==> src/rtl/hsclk_pkg.sv <==
package hsclk_pkg;
  typedef enum logic [1:0] {
    OSC_RC   = 2'b00,
    OSC_XTAL = 2'b01,
    OSC_PLL  = 2'b10,
    OSC_EXT  = 2'b11
  } osc_mode_e;

  typedef struct packed {
    logic [1:0] rsvd;
    logic [1:0] out_sel;
    osc_mode_e  mode;
    logic [1:0] sys_sel;
  } ctrl_t;

  localparam ctrl_t CTRL_RST = '{rsvd: 2'b00, out_sel: 2'b11, mode: OSC_RC, sys_sel: 2'b11};
endpackage

==> src/rtl/hsclk_bus_dec.sv <==
module hsclk_bus_dec
  import hsclk_pkg::*;
#(
  parameter int ADDR_W = 16,
  parameter int DATA_W = 16,
  parameter logic [ADDR_W-1:0] REG_ADDR = 16'hF002
) (
  input  logic              sel_i,
  input  logic              we_i,
  input  logic              size_i,
  input  logic [ADDR_W-1:0] addr_i,
  input  logic [DATA_W-1:0] wdata_i,
  input  ctrl_t             reg_i,
  output logic              wr_o,
  output logic [7:0]        wbyte_o,
  output logic [DATA_W-1:0] rdata_o
);
  localparam int PAD_W = DATA_W - 8;

  logic hit;

  // halfword covers the pair; byte only the even lane
  assign hit     = sel_i && (addr_i[ADDR_W-1:1] == REG_ADDR[ADDR_W-1:1]) && (size_i || !addr_i[0]);
  assign wr_o    = hit && we_i;
  assign wbyte_o = wdata_i[7:0];
  assign rdata_o = (hit && !we_i) ? {{PAD_W{1'b0}}, reg_i} : '0;
endmodule

==> src/rtl/hsclk_ctrl_reg.sv <==
module hsclk_ctrl_reg
  import hsclk_pkg::*;
(
  input  logic       clk_i,
  input  logic       rst_ni,
  input  logic       wr_i,
  input  logic [7:0] wbyte_i,
  input  logic       osc_en_i,
  output ctrl_t      q_o
);
  ctrl_t q;

  always_ff @(posedge clk_i or negedge rst_ni) begin
    if (!rst_ni) begin
      q <= CTRL_RST;
    end else if (wr_i) begin
      q.sys_sel <= wbyte_i[1:0];
      q.out_sel <= wbyte_i[5:4];
      if (!osc_en_i) q.mode <= osc_mode_e'(wbyte_i[3:2]);
      q.rsvd <= 2'b00;
    end
  end

  assign q_o = q;
endmodule

==> src/rtl/hsclk_tick_cnt.sv <==
module hsclk_tick_cnt #(
  parameter int SEL_W = 2
) (
  input  logic          clk_i,
  input  logic          rst_ni,
  output logic [2**SEL_W-1:0] ticks_o
);
  localparam int NT    = 2 ** SEL_W;
  localparam int CNT_W = NT - 1;

  logic [CNT_W-1:0] cnt_q;

  always_ff @(posedge clk_i or negedge rst_ni) begin
    if (!rst_ni) cnt_q <= '0;
    else         cnt_q <= cnt_q + 1'b1;
  end

  // ticks_o[k]: last cycle of a 2**k period
  assign ticks_o[0] = 1'b1;
  for (genvar k = 1; k < NT; k++) begin : g_tick
    assign ticks_o[k] = &cnt_q[k-1:0];
  end
endmodule

==> src/rtl/hsclk_div_sel.sv <==
module hsclk_div_sel #(
  parameter int SEL_W = 2,
  parameter logic [SEL_W-1:0] RST_SEL = '1
) (
  input  logic                clk_i,
  input  logic                rst_ni,
  input  logic [2**SEL_W-1:0] ticks_i,
  input  logic [SEL_W-1:0]    req_sel_i,
  output logic                en_o
);
  logic [SEL_W-1:0] act_q;

  assign en_o = ticks_i[act_q];

  // take the new ratio only as the running period closes
  always_ff @(posedge clk_i or negedge rst_ni) begin
    if (!rst_ni)   act_q <= RST_SEL;
    else if (en_o) act_q <= req_sel_i;
  end
endmodule

==> src/rtl/hsclk_prescaler.sv <==
module hsclk_prescaler
  import hsclk_pkg::*;
#(
  parameter int ADDR_W = 16,
  parameter int DATA_W = 16,
  parameter logic [ADDR_W-1:0] REG_ADDR = 16'hF002
) (
  input  logic              clk_i,
  input  logic              rst_ni,
  input  logic              bus_sel_i,
  input  logic              bus_we_i,
  input  logic              bus_size_i,
  input  logic [ADDR_W-1:0] bus_addr_i,
  input  logic [DATA_W-1:0] bus_wdata_i,
  output logic [DATA_W-1:0] bus_rdata_o,
  input  logic              osc_en_i,
  output logic              sys_clk_en_o,
  output logic              out_clk_en_o,
  output logic [1:0]        osc_mode_o
);
  localparam int SEL_W = 2;
  localparam int NT    = 2 ** SEL_W;

  ctrl_t            ctrl;
  logic             wr;
  logic [7:0]       wbyte;
  logic [NT-1:0]    ticks;
  logic [SEL_W-1:0] sys_req;

  hsclk_bus_dec #(.ADDR_W(ADDR_W), .DATA_W(DATA_W), .REG_ADDR(REG_ADDR)) u_dec (
    .sel_i(bus_sel_i), .we_i(bus_we_i), .size_i(bus_size_i), .addr_i(bus_addr_i),
    .wdata_i(bus_wdata_i), .reg_i(ctrl), .wr_o(wr), .wbyte_o(wbyte), .rdata_o(bus_rdata_o)
  );

  hsclk_ctrl_reg u_reg (
    .clk_i(clk_i), .rst_ni(rst_ni), .wr_i(wr), .wbyte_i(wbyte), .osc_en_i(osc_en_i), .q_o(ctrl)
  );

  hsclk_tick_cnt #(.SEL_W(SEL_W)) u_cnt (
    .clk_i(clk_i), .rst_ni(rst_ni), .ticks_o(ticks)
  );

  // PLL mode: /1 is not allowed for the system clock
  assign sys_req = (ctrl.mode == OSC_PLL && ctrl.sys_sel == '0) ? SEL_W'(1) : ctrl.sys_sel;

  hsclk_div_sel #(.SEL_W(SEL_W), .RST_SEL(CTRL_RST.sys_sel)) u_sys (
    .clk_i(clk_i), .rst_ni(rst_ni), .ticks_i(ticks), .req_sel_i(sys_req), .en_o(sys_clk_en_o)
  );

  hsclk_div_sel #(.SEL_W(SEL_W), .RST_SEL(CTRL_RST.out_sel)) u_out (
    .clk_i(clk_i), .rst_ni(rst_ni), .ticks_i(ticks), .req_sel_i(ctrl.out_sel), .en_o(out_clk_en_o)
  );

  assign osc_mode_o = ctrl.mode;
endmodule

==> config.mk <==
export PLATFORM = sky130hd
export DESIGN_NAME = hsclk_prescaler
export DESIGN_NICKNAME = d
export VERILOG_FILES = /design/src/rtl/hsclk_pkg.sv /design/src/rtl/hsclk_bus_dec.sv /design/src/rtl/hsclk_ctrl_reg.sv /design/src/rtl/hsclk_tick_cnt.sv /design/src/rtl/hsclk_div_sel.sv /design/src/rtl/hsclk_prescaler.sv
export SDC_FILE = /design/constraint.sdc
export NUM_CORES = 1
export LEC_CHECK = 0
export ABC_AREA = 1
export BUFFER_PORTS_ARGS = -buffer_cell sky130_fd_sc_hd__buf_2
export CORE_ASPECT_RATIO = 1.1
export CORE_MARGIN = 2
export CORE_UTILIZATION = 39
export CTS_BUF_LIST = sky130_fd_sc_hd__clkbuf_4
export CTS_CLUSTER_DIAMETER = 120
export DETAILED_ROUTE_END_ITERATION = 7
export PLACE_DENSITY = 0.78
export SETUP_SLACK_MARGIN = 0.3
export SKIP_LAST_GASP = 1
export SYNTH_ARGS = -nofsm -noshare
export SYNTH_HDL_FRONTEND = slang
export SYNTH_SLANG_ARGS = --single-unit
==> constraint.sdc <==
create_clock -name clk_i -period 1.25 [get_ports clk_i]
set_input_delay 0.0625 -clock clk_i [delete_from_list [all_inputs] [get_ports clk_i]]
set_output_delay 0.0625 -clock clk_i [all_outputs]
set_load 0.005 [all_outputs]
==> results.toml <==
[run_status]
outcome = "complete, but fails checks"
violations = "negative setup slack"

[floorplan]
coreArea_um2 = 2210
die_area_um2 = 2710
start_util_pct = 40.8
row_count = 18
die_w_um = 49.8
die_y_um = 54.4
io_pins = 58

[yosys]
async_reset_ff_share_pct = 100
synth_cell_type_count = 21
yosys_register_bits = 13
ys_warn_count = 0
netlist_area_um2 = 900
synth_top_area_share_pct = 23.4
synth-seq-area-share_pct = 37.3
synth_top_area_cell = "dfstp_2"
synthTopCellsByArea = "dfstp_2 (23%), dfrtp_1 (14%), nand2_1 (14%), buf_4 (10%), inv_1 (8.3%)"
avgSynthCellArea_um2 = 7.76
syn_inst = 116
synth-edff-count = 0
ys.flop_type = "dfstp_2"

[flow_run]
maxCapViolCount = 0

[finish]
area_growth_pct = 59.9
layout-drive-gt1-share_pct = 63.7
final_common_cell = "buf_2"
layout.nets = 220
fin_cells = 209
utilization_pct = 65.2
final_cell_mix = "buf_2 (30), nand2_1 (25), buf_4 (19), inv_2 (13)"
num_antenna_cells = 0

[clock_tree]
clk_path_buf_depth = 2
htree_levels = 1
clkSinkCount = 13
cts_tree = "yes"
clk_latency_ps = 270
clkTransAtPathRegs_ps = 70
numCtsBuffers = 3
root_buffer = "clkbuf_4"

[routing]
firstDrtPassIters = 2
viasPerCell = 4.27
drtAntennaViolNets = 0
drc_errors = 0
num_vias = 892
wl_per_cell_um = 10.5
drt-total-wl_um = 2200
dr.first_iter.drc_count = 10

[worst_hold_path]
worstHoldPathType = "primary input to flop"
hold_path_end = "u_reg.q_o[2]"
holdCritStartpoint = "bus_wdata_i[2]"
worstHoldPathCells = 3

[sta]
finalCriticalPeriod_ps = 1550
fmax_mhz = 644
setup_viol = 6
maxSlewViolCount = 0
finalCritPeriodShare_pct = 124
fin_setup_tns_ps = -1370
finalHoldViolations = 0
fin_hold_ws_ps = 43.5
fin_skew_ps = 2.35
rsz0062_at_grt = "true"
fin_ws_ps = -303

[power_and_ir_drop]
power_mw = 0.838
peakVddDrop_mv = 0.324
power_density_nw_per_um2 = 582
p_leak_nw = 0.741

[setup_path]
r2r-end = "u_out.act_q[0]"
crit_arrival_ps = 1490
endpoint_kind = "primary output"
cp-start-kind = "flop"
rrSetupSlack_ps = -240
reg2regPathDepth = 8
critPathRequiredTime_ps = 1190
rr_startpoint = "u_cnt.cnt_q[0]"
path_max_fanout = 2
critPathKind = "flop to primary output"

[global_route]
grt_usage_pct = 17.6
grt_pass1_wl_um = 3490
antenna_found_initial = 0
grt_max_degree = 14
grt_pass1_vias = 889
overflow = 0

[placed_design]
dp_hpwl_um = 1420
io_buffers = 37
place_inst = 181
gp_congestion = 0.717
## critical path, cell delays in order, from the launching register on
cell and delay [ps]:
dfrtp_1 410, ha_4 180, ha_4 150, o211ai_1 230, o21ai_2 100, buf_2 140
## repair_timing
action | CTS | global route
gates resized for setup | 22 | 15
buffers inserted | 15 | 4
hold buffers | 5 | 0
endpoints found under the hold margin | 17 | 0
pin swaps | 18 | 10
endpoints found under the setup margin | 12 | 12
## cell usage after synthesis, types with 2 or more instances
cell type	n
dfstp_2	8
ha_1	2
buf_4	12
o211ai_1	2
o21ai_1	2
nor2_1	4
inv_2	3
nor2_4	2
nand2_2	3
o21ai_0	3
nand4_1	3
inv_1	20
dfrtp_1	5
nand2_1	33
nor2_2	8
## routing by layer
layer,vias up,GRT usage (%),part of all wire (%)
li1,448,-,-
met1,409,14.9,31
met2,31,39.1,62
met3,4,3.01,5.5
met4,0,8.33,1.2
met5,-,0,0
## logic make-up after synthesis
logic type | synth area share, %
buffers and inverters | 19.6
AND/OR/NAND/NOR | 35.5
adder cells (fa/ha/maj) | 2.78
flip-flops | 37.3
other | 0.417
AO/OA/AOI/OAI | 4.45
## area by class of cell
| class | instances | area [um^2] |
|---|---|---|
| clock buffers | 4 | 30.0 |
| repair buffers | 62 | 433 |
| flip-flops and latches | 13 | 335 |
| fillers | 205 | 768 |
| inverters | 23 | 88.8 |
| multi-input cells | 77 | 514 |
| well taps | 30 | 37.5 |
## worst max-delay path by stage
stage	start	to
after global placement	u_cnt.cnt_q[0]	u_sys.act_q[0]
after CTS	u_cnt.cnt_q[0]	sys_clk_en_o
after floorplan	u_cnt.cnt_q[0]	u_sys.act_q[0]
after detailed placement	u_cnt.cnt_q[0]	u_sys.act_q[0]
final	u_cnt.cnt_q[0]	sys_clk_en_o
after global routing	u_cnt.cnt_q[0]	sys_clk_en_o
## registers in the layout, indices dropped and copies added, names as in the netlist
signal,count
u_out.act_q,2
u_reg.q_o,6
u_cnt.cnt_q,3
u_sys.act_q,2
## stage by stage
step	setup WS, ps	cell area (um^2)
after floorplan	-17.9	956
after global placement	-14.2	1100
after detailed placement	-75.1	1100
after CTS	-318	1340
after global routing	-375	1440
final	-303	1440
## power by group
group / switching, mW / leakage [nW] / internal [mW] / total, mW
Combinational: 0.0676 / 0.575 / 0.0727 / 0.140
Clock: 0.129 / 0.0184 / 0.145 / 0.275
Sequential: 0.000449 / 0.148 / 0.422 / 0.423
Total: 0.197 / 0.741 / 0.640 / 0.838
(Power assumes the default switching activity.)
